$ cat config.mk
export PLATFORM = sky130hd
export DESIGN_NAME = pp_stack_seq
export DESIGN_NICKNAME = d
export VERILOG_FILES = /design/src/rtl/pp_pkg.sv /design/src/rtl/pp_fsm.sv /design/src/rtl/pp_item_map.sv /design/src/rtl/pp_sp_unit.sv /design/src/rtl/pp_stack_seq.sv
export SDC_FILE = /design/constraint.sdc
export NUM_CORES = 1
export LEC_CHECK = 0
export CAP_MARGIN = 10
export CORE_MARGIN = 1.5
export CORE_UTILIZATION = 47
export CTS_CLUSTER_DIAMETER = 80
export DETAILED_ROUTE_END_ITERATION = 16
export PLACE_DENSITY = 0.87
export SKIP_CTS_REPAIR_TIMING = 1
export SYNTH_ARGS = -nofsm -noshare
export SYNTH_HDL_FRONTEND = slang
export SYNTH_HIERARCHICAL = 1
export SYNTH_SLANG_ARGS = --single-unit
$ cat constraint.sdc
create_clock -name clk -period 5.6 [get_ports clk]
set_clock_uncertainty 0.2 [all_clocks]
set_input_delay 0.56 -clock clk [delete_from_list [all_inputs] [get_ports clk]]
set_output_delay 0.56 -clock clk [all_outputs]
set_load 0.01 [all_outputs]
$ cat src/rtl/pp_pkg.sv
package pp_pkg;

    typedef enum logic [2:0] {
        ST_IDLE  = 3'd0,
        ST_LOAD  = 3'd1,
        ST_XFER  = 3'd2,
        ST_DRAIN = 3'd3,
        ST_WBACK = 3'd4
    } seq_state_e;

endpackage

$ cat src/rtl/pp_fsm.sv
module pp_fsm
    import pp_pkg::*;
(
    input  logic       clk,
    input  logic       rst_n,
    input  logic       start,
    input  logic       cnt_zero,
    input  logic       is_pop,
    input  logic       last_step,
    output seq_state_e state,
    output logic       do_load,
    output logic       do_xfer,
    output logic       do_wback
);

    seq_state_e state_q;
    seq_state_e state_d;

    // state register
    always_ff @(posedge clk or negedge rst_n) begin
        if (!rst_n) begin
            state_q <= ST_IDLE;
        end else begin
            state_q <= state_d;
        end
    end

    // transitions: accept, empty, begin, tail, finish, close, release
    always_comb begin
        state_d = state_q;
        unique case (state_q)
            ST_IDLE: begin
                if (start) begin
                    state_d = cnt_zero ? ST_WBACK : ST_LOAD;
                end
            end
            ST_LOAD:  state_d = ST_XFER;
            ST_XFER: begin
                if (last_step) begin
                    state_d = is_pop ? ST_DRAIN : ST_WBACK;
                end
            end
            ST_DRAIN: state_d = ST_WBACK;
            ST_WBACK: state_d = ST_IDLE;
            default:  state_d = ST_IDLE;
        endcase
    end

    // decoded outputs
    always_comb begin
        do_load  = 1'b0;
        do_xfer  = 1'b0;
        do_wback = 1'b0;
        unique case (state_q)
            ST_IDLE:  ;
            ST_LOAD:  do_load  = 1'b1;
            ST_XFER:  do_xfer  = 1'b1;
            ST_DRAIN: ;
            ST_WBACK: do_wback = 1'b1;
            default:  ;
        endcase
    end

    assign state = state_q;

endmodule

$ cat src/rtl/pp_item_map.sv
module pp_item_map #(
    parameter int RIW = 3,
    parameter int CW  = 3
) (
    input  logic           is_pop,
    input  logic           incl_flags,
    input  logic [RIW-1:0] base,
    input  logic [CW-1:0]  count,
    input  logic [CW-1:0]  step,
    output logic           item_flags,
    output logic [RIW-1:0] item_idx
);

    localparam int SW = ((CW > RIW) ? CW : RIW) + 1;

    logic [SW-1:0] base_w;
    logic [SW-1:0] cnt_w;
    logic [SW-1:0] step_w;
    logic [SW-1:0] reg_cnt;
    logic [SW-1:0] sum_w;

    always_comb begin
        base_w  = SW'(base);
        cnt_w   = SW'(count);
        step_w  = SW'(step);
        reg_cnt = cnt_w - SW'(incl_flags);
        if (is_pop) begin
            // ascending registers, flags word last
            item_flags = (step_w >= reg_cnt);
            sum_w      = base_w + SW'(1) + step_w;
        end else begin
            // flags word first, then descending registers
            item_flags = incl_flags && (step == '0);
            sum_w      = base_w + cnt_w - step_w;
        end
        item_idx = sum_w[RIW-1:0];
    end

endmodule

$ cat src/rtl/pp_sp_unit.sv
module pp_sp_unit #(
    parameter int DW = 16
) (
    input  logic          clk,
    input  logic          rst_n,
    input  logic          load,
    input  logic [DW-1:0] load_val,
    input  logic          step,
    input  logic          is_pop,
    output logic [DW-1:0] sp_val,
    output logic [DW-1:0] acc_addr
);

    logic [DW-1:0] sp_q;

    always_ff @(posedge clk or negedge rst_n) begin
        if (!rst_n) begin
            sp_q <= '0;
        end else if (load) begin
            sp_q <= load_val;
        end else if (step) begin
            sp_q <= is_pop ? (sp_q + DW'(1)) : (sp_q - DW'(1));
        end
    end

    // push: write then post-decrement; pop: pre-increment then read
    assign acc_addr = is_pop ? (sp_q + DW'(1)) : sp_q;
    assign sp_val   = sp_q;

endmodule

$ cat src/rtl/pp_stack_seq.sv
module pp_stack_seq
    import pp_pkg::*;
#(
    parameter int DW   = 16,
    parameter int NREG = 8,
    parameter int CW   = 3
) (
    input  logic                    clk,
    input  logic                    rst_n,
    input  logic                    start,
    input  logic                    op_pop,
    input  logic [$clog2(NREG)-1:0] base_reg,
    input  logic [CW-1:0]           xfer_cnt,
    input  logic [$clog2(NREG)-1:0] sp_sel,
    input  logic                    with_flags,
    output logic                    busy,
    output logic                    done,
    output logic [$clog2(NREG)-1:0] rf_raddr,
    input  logic [DW-1:0]           rf_rdata,
    output logic                    rf_we,
    output logic [$clog2(NREG)-1:0] rf_waddr,
    output logic [DW-1:0]           rf_wdata,
    input  logic [DW-1:0]           flags_in,
    output logic                    flags_we,
    output logic [DW-1:0]           flags_wdata,
    output logic                    mem_en,
    output logic                    mem_we,
    output logic [DW-1:0]           mem_addr,
    output logic [DW-1:0]           mem_wdata,
    input  logic [DW-1:0]           mem_rdata
);

    localparam int RIW = $clog2(NREG);

    seq_state_e     st;
    logic           do_load;
    logic           do_xfer;
    logic           do_wback;
    logic           accept;
    logic           last_step;

    logic           op_pop_q;
    logic           flags_q;
    logic [RIW-1:0] base_q;
    logic [RIW-1:0] spsel_q;
    logic [CW-1:0]  cnt_q;
    logic [CW-1:0]  step_q;
    logic           incl_flags;

    logic           item_flags;
    logic [RIW-1:0] item_idx;
    logic [DW-1:0]  sp_val;
    logic [DW-1:0]  acc_addr;

    logic           pend_q;
    logic           pend_flags_q;
    logic [RIW-1:0] pend_idx_q;

    assign accept     = start && (st == ST_IDLE);
    assign last_step  = (step_q == (cnt_q - CW'(1)));
    assign incl_flags = flags_q && (cnt_q != '0);

    pp_fsm u_fsm (
        .clk       (clk),
        .rst_n     (rst_n),
        .start     (start),
        .cnt_zero  (xfer_cnt == '0),
        .is_pop    (op_pop_q),
        .last_step (last_step),
        .state     (st),
        .do_load   (do_load),
        .do_xfer   (do_xfer),
        .do_wback  (do_wback)
    );

    pp_item_map #(
        .RIW (RIW),
        .CW  (CW)
    ) u_map (
        .is_pop     (op_pop_q),
        .incl_flags (incl_flags),
        .base       (base_q),
        .count      (cnt_q),
        .step       (step_q),
        .item_flags (item_flags),
        .item_idx   (item_idx)
    );

    pp_sp_unit #(
        .DW (DW)
    ) u_sp (
        .clk      (clk),
        .rst_n    (rst_n),
        .load     (do_load),
        .load_val (rf_rdata),
        .step     (do_xfer),
        .is_pop   (op_pop_q),
        .sp_val   (sp_val),
        .acc_addr (acc_addr)
    );

    // field capture and item counter
    always_ff @(posedge clk or negedge rst_n) begin
        if (!rst_n) begin
            op_pop_q <= 1'b0;
            flags_q  <= 1'b0;
            base_q   <= '0;
            spsel_q  <= '0;
            cnt_q    <= '0;
            step_q   <= '0;
        end else if (accept) begin
            op_pop_q <= op_pop;
            flags_q  <= with_flags;
            base_q   <= base_reg;
            spsel_q  <= sp_sel;
            cnt_q    <= xfer_cnt;
            step_q   <= '0;
        end else if (do_xfer) begin
            step_q   <= step_q + CW'(1);
        end
    end

    // pop read pipeline: the word lands one cycle after its read
    always_ff @(posedge clk or negedge rst_n) begin
        if (!rst_n) begin
            pend_q       <= 1'b0;
            pend_flags_q <= 1'b0;
            pend_idx_q   <= '0;
        end else begin
            pend_q       <= do_xfer && op_pop_q;
            pend_flags_q <= item_flags;
            pend_idx_q   <= item_idx;
        end
    end

    assign rf_raddr    = do_load ? spsel_q : item_idx;
    assign mem_en      = do_xfer;
    assign mem_we      = do_xfer && !op_pop_q;
    assign mem_addr    = acc_addr;
    assign mem_wdata   = item_flags ? flags_in : rf_rdata;

    assign rf_we       = (pend_q && !pend_flags_q) || (do_wback && (cnt_q != '0));
    assign rf_waddr    = do_wback ? spsel_q : pend_idx_q;
    assign rf_wdata    = do_wback ? sp_val : mem_rdata;
    assign flags_we    = pend_q && pend_flags_q;
    assign flags_wdata = mem_rdata;

    assign busy        = (st != ST_IDLE);
    assign done        = do_wback;

    // captured fields hold while an operation runs
    a_r2_fields_hold: assert property (@(posedge clk) disable iff (!rst_n)
        (busy && !done) |=> ($stable(base_q) && $stable(cnt_q) && $stable(spsel_q) && $stable(op_pop_q)));

    // back-to-back push writes walk down by one
    a_r3_push_descend: assert property (@(posedge clk) disable iff (!rst_n)
        (mem_en && mem_we && $past(mem_en && mem_we)) |-> (mem_addr == $past(mem_addr) - DW'(1)));

    // back-to-back pop reads walk up by one
    a_r4_pop_ascend: assert property (@(posedge clk) disable iff (!rst_n)
        (mem_en && !mem_we && $past(mem_en && !mem_we)) |-> (mem_addr == $past(mem_addr) + DW'(1)));

    // a restore only ever follows a memory read
    a_r4_restore_after_read: assert property (@(posedge clk) disable iff (!rst_n)
        (flags_we || (rf_we && !done)) |-> $past(mem_en && !mem_we));

    // a zero count finishes next cycle without touching memory
    a_r6_empty_fast: assert property (@(posedge clk) disable iff (!rst_n)
        (st == ST_IDLE && start && xfer_cnt == '0) |=> (done && !mem_en));

    // done is a single-cycle pulse
    a_r7_done_pulse: assert property (@(posedge clk) disable iff (!rst_n)
        done |=> !done);

    // flags and register writes never share a cycle
    a_r8_one_writer: assert property (@(posedge clk) disable iff (!rst_n)
        !(rf_we && flags_we));

endmodule

==> flow_summary.html <==
<table>
<tr><th>Metric</th><th>Value</th></tr>
<tr><th colspan="2">Status</th></tr>
<tr><td>Status</td><td>finished, final reports clean</td></tr>
<tr><th colspan="2">Finish</th></tr>
<tr><td>Synth-to-layout area growth</td><td>40.6%</td></tr>
<tr><td>Core utilization of the finished layout</td><td>68.8%</td></tr>
<tr><td>Filler-free cell count of the finished design</td><td>548</td></tr>
<tr><td>ANT cells</td><td>0</td></tr>
<tr><td>Number of nets in the layout</td><td>531</td></tr>
<tr><td>Fraction of layout instances using a drive strength above 1</td><td>18.6%</td></tr>
<tr><th colspan="2">Floorplan</th></tr>
<tr><td>Initial standard-cell utilization of the core</td><td>48.9%</td></tr>
<tr><td>Total Die Area</td><td>7630 sq um</td></tr>
<tr><td>Height of the chip</td><td>87.3 microns</td></tr>
<tr><td>Std cell rows</td><td>30</td></tr>
<tr><td>Core outline area</td><td>6830 sq um</td></tr>
<tr><td>Width of the chip</td><td>87.3 microns</td></tr>
<tr><td># IOs</td><td>138</td></tr>
<tr><th colspan="2">GRT</th></tr>
<tr><td>Number of antenna violations at the first check in global routing</td><td>0</td></tr>
<tr><td>First-pass GRT wire length</td><td>14.1 mm</td></tr>
<tr><td>Grt total ovfl</td><td>0</td></tr>
<tr><td>Overall routing resource usage</td><td>23.5%</td></tr>
<tr><td>Number of global-route vias before repair</td><td>2898</td></tr>
<tr><td>Maximum number of pins on one net before global-route repair</td><td>39</td></tr>
<tr><th colspan="2">Routing</th></tr>
<tr><td>Post-DRT Antenna Nets</td><td>0</td></tr>
<tr><td>Detailed-routing iteration count for the pre-antenna-repair pass</td><td>5</td></tr>
<tr><td>Ratio of routed vias to standard cells</td><td>5.41</td></tr>
<tr><td>Final routed wirelength across all metal layers</td><td>8.74 mm</td></tr>
<tr><td>Routed len/inst</td><td>15.9 microns</td></tr>
<tr><td>Total vias in the final route</td><td>2962</td></tr>
<tr><td># DRC</td><td>0</td></tr>
<tr><td>Number of violations reported at the end of detailed-routing iteration 0</td><td>147</td></tr>
<tr><th colspan="2">Pwr</th></tr>
<tr><td>IR drop worst, VDD</td><td>511 uV</td></tr>
<tr><td>Pleak</td><td>1.87 nW</td></tr>
<tr><td>Power density relative to cell area</td><td>587 nW/um^2</td></tr>
<tr><th colspan="2">Clocking</th></tr>
<tr><td>Number of clock sinks seen by CTS</td><td>38</td></tr>
<tr><td>Clock network latency to the later pin of the worst-skew pair</td><td>0.29 ns</td></tr>
<tr><td>CTS H-Tree Depth</td><td>2</td></tr>
<tr><td>Number of buffers on the longest clock path</td><td>2</td></tr>
<tr><td>CTS tree</td><td>yes</td></tr>
<tr><td>Clock-pin slew reported for the worst setup and hold paths after clock tree synthesis</td><td>0.08 ns</td></tr>
<tr><td>Clock buffers created by TritonCTS</td><td>5</td></tr>
<tr><td>Clock root buffer</td><td>sky130_fd_sc_hd__clkbuf_8</td></tr>
<tr><th colspan="2">Setup path</th></tr>
<tr><td>Crit path largest cell delay</td><td>0.74 ns</td></tr>
<tr><td>Top cell by count, worst path</td><td>sky130_fd_sc_hd__ha_1</td></tr>
<tr><td>Startpoint of the lowest-slack register-to-register path</td><td>cnt_q[0]</td></tr>
<tr><td>Critical path startpoint category</td><td>flop</td></tr>
<tr><td>Crit path launch</td><td>cnt_q[0]</td></tr>
<tr><td>Setup Crit Path Kind</td><td>reg2out</td></tr>
<tr><td>CP Cell Sequence</td><td>inv_1 -&gt; ha_1 -&gt; nand2b_1 -&gt; and2_1 -&gt; ha_1 -&gt; ha_1 -&gt; xnor2_1 -&gt; ha_1 -&gt; o21ai_0 -&gt; a21oi_1 -&gt; a22o_1 -&gt; mux2_2 -&gt; clkdlybuf4s50_1</td></tr>
<tr><td>Required time worst endpoint</td><td>4.84 ns</td></tr>
<tr><td>Top fanout value on the critical path</td><td>17</td></tr>
<tr><td>Data arrival time of the critical path</td><td>3.91 ns</td></tr>
<tr><td>Capturing element type of the critical path</td><td>primary output</td></tr>
<tr><td>Slowest cell on the critical path</td><td>sky130_fd_sc_hd__a22o_1</td></tr>
<tr><th colspan="2">STA</th></tr>
<tr><td>Setup-violating endpoint count in the final report</td><td>0</td></tr>
<tr><td>Headroom to the max-slew limit</td><td>40.4%</td></tr>
<tr><td>Highest clock rate</td><td>214 MHz</td></tr>
<tr><td>Setup repair after global routing missed its margin</td><td>false</td></tr>
<tr><td>Shortest clock period the worst path allows after layout</td><td>4.67 ns</td></tr>
<tr><td>Part of the cycle the worst path needs</td><td>83.5%</td></tr>
<tr><td>Slew at the pin with the worst max-slew slack</td><td>0.891 ns</td></tr>
<tr><td>Final hold vios</td><td>0</td></tr>
<tr><td>Min setup slack post-route</td><td>0.925 ns</td></tr>
<tr><td>Setup total negative slack</td><td>0 ns</td></tr>
<tr><td>Slew Limit Fails</td><td>0</td></tr>
<tr><th colspan="2">Logic synthesis</th></tr>
<tr><td>Most used flip-flop cell after synthesis</td><td>sky130_fd_sc_hd__dfrtp_1</td></tr>
<tr><td>EDFF count, synth</td><td>0</td></tr>
<tr><td>Proportion of synthesized chip area in sequential cells</td><td>28.4%</td></tr>
<tr><td>Cell variety after synth</td><td>55</td></tr>
<tr><td>Number of warning messages in the yosys log</td><td>6</td></tr>
<tr><td>Post-synthesis async set-or-reset flop share</td><td>100%</td></tr>
<tr><td>Post-synthesis register bit count</td><td>38</td></tr>
<tr><td>Post-Synthesis Net Count</td><td>423</td></tr>
<tr><td>Synth Instances</td><td>343</td></tr>
<tr><td>Synthesized area per cell</td><td>9.75 sq um</td></tr>
<tr><td>Syn Std Cell Area</td><td>3340 sq um</td></tr>
<tr><th colspan="2">Place</th></tr>
<tr><td>Instance count after placement with tap cells included</td><td>540</td></tr>
<tr><td>Placer's final routability congestion estimate</td><td>0.917</td></tr>
<tr><td>Buffers on Ports</td><td>137</td></tr>
<tr><td>Sum of net half-perimeters after detailed placement</td><td>6.65 mm</td></tr>
<tr><td>Dpl ws</td><td>1.19 ns</td></tr>
<tr><th colspan="2">Hold path</th></tr>
<tr><td>Path class of the lowest-slack min-delay path</td><td>in2async</td></tr>
<tr><th colspan="2">Run</th></tr>
<tr><td>Max cap viols</td><td>0</td></tr>
</table>
==> worst max-delay path, delay by kind of cell, from the launching register on <==
| family | cells | cell delay, ns |
|---|---|---|
| AO/OA/AOI/OAI | 3 | 0.98 |
| XOR/XNOR | 1 | 0.14 |
| adder cells (fa/ha/maj) | 4 | 0.84 |
| buffers and inverters | 2 | 0.57 |
| flip-flops | 1 | 0.42 |
| multiplexers | 1 | 0.42 |
| AND/OR/NAND/NOR | 2 | 0.25 |
==> sequential cells by signal, indices dropped and copies added, names as in the netlist <==
name          cells
pend_flags_q      1
pend_idx_q        3
step_q            3
u_sp/sp_val      16
flags_q           1
spsel_q           3
cnt_q             3
base_q            3
u_fsm/state       3
pend_q            1
op_pop_q          1
==> worst paths after layout <==
check / depth (start not counted) / slack [ns] / end
worst max-delay path: 13 / 0.93 / mem_wdata[1]
worst min-delay path: 1 / 0.18 / u_sp/sp_val[8]
worst max register to register: 11 / 2.49 / pend_flags_q
worst min register to register: 1 / 0.31 / flags_q
max in group asynchronous: 1 / 4.48 / step_q[0]
min in group clk: 1 / 0.31 / flags_q
==> metrics by stage <==
stage,hold WS (ns),cell area (sq um),total power [W]
final,0.177,4700,0.00276
after global routing,0.237,4700,0.00298
after CTS,0.204,4700,0.00278
after detailed placement,0.297,4590,0.00253
after global placement,0.294,4590,0.00247
after floorplan,0.0644,3340,0.00180
==> layout make-up <==
class	count	area (sq um)
Multi-Input combinational cell	245	2050
Timing Repair Buffer	140	1390
Sequential cell	38	951
Clock inverter	3	45.0
Fill cell	560	2130
Inverter	21	78.8
Clock buffer	5	68.8
Tap cell	96	120
==> placed cells by master (no fill, tap or decap), drive strengths merged, types with 3 or more instances in the layout <==
| cell type | instances |
|---|---|
| nand2 | 22 |
| nand4 | 7 |
| inv | 20 |
| o21ai | 22 |
| clkbuf | 5 |
| nor2 | 11 |
| nor3 | 10 |
| xor2 | 17 |
| buf | 4 |
| or3 | 6 |
| ha | 15 |
| a21oi | 8 |
| mux2i | 3 |
| nor4 | 14 |
| xnor2 | 15 |
| nor2b | 3 |
| nor4b | 3 |
| fa | 3 |
| mux2 | 55 |
| dfrtp | 38 |
| clkdlybuf4s50 | 136 |
| and2 | 3 |
==> kinds of logic (layout without fill, tap and decap cells) <==
group,Yosys count,count (layout),synth area share [%]
xor+xnor,34,34,9.77
buf+inv,60,169,10.6
flops,38,38,28.4
simple gates,94,94,16.8
fa+ha+maj,18,18,7.41
mux,58,58,19.4
compound gates,41,41,7.52
==> where the power goes <==
group / internal (W) / switching (W) / total [W]
Sequential: 0.000408 / 0.000253 / 0.000662
Clock: 0.000133 / 0.000105 / 0.000237
Combinational: 0.00107 / 0.000794 / 0.00186
==> Yosys cell counts, types with 6 or more instances <==
cell type | n | area, sq um
sky130_fd_sc_hd__nand4_1 | 6 | 37.5
sky130_fd_sc_hd__nand2_1 | 22 | 82.6
sky130_fd_sc_hd__clkbuf_1 | 7 | 26.3
sky130_fd_sc_hd__mux2_2 | 55 | 619
sky130_fd_sc_hd__nor2_1 | 11 | 41.3
sky130_fd_sc_hd__a21oi_1 | 8 | 40.0
sky130_fd_sc_hd__nor4_1 | 13 | 81.3
sky130_fd_sc_hd__inv_1 | 20 | 75.1
sky130_fd_sc_hd__buf_2 | 7 | 35.0
sky130_fd_sc_hd__nor3_1 | 10 | 50.1
sky130_fd_sc_hd__ha_1 | 15 | 188
sky130_fd_sc_hd__xnor2_1 | 15 | 131
sky130_fd_sc_hd__dfrtp_1 | 38 | 951
sky130_fd_sc_hd__xor2_1 | 17 | 149
sky130_fd_sc_hd__o21ai_1 | 12 | 60.1
sky130_fd_sc_hd__buf_4 | 17 | 128
sky130_fd_sc_hd__o21ai_0 | 9 | 45.0
==> per-layer routing <==
| layer | track usage, % | up-vias | wire length [microns] |
|---|---|---|---|
| li1 | - | 1408 | - |
| met1 | 28.9 | 1413 | 3530 |
| met2 | 42.3 | 134 | 4500 |
| met3 | 4.64 | 7 | 656 |
| met4 | 4.76 | 0 | 53 |
| met5 | 0 | - | 0 |
No activity file was read; power rests on OpenSTA's default activity.
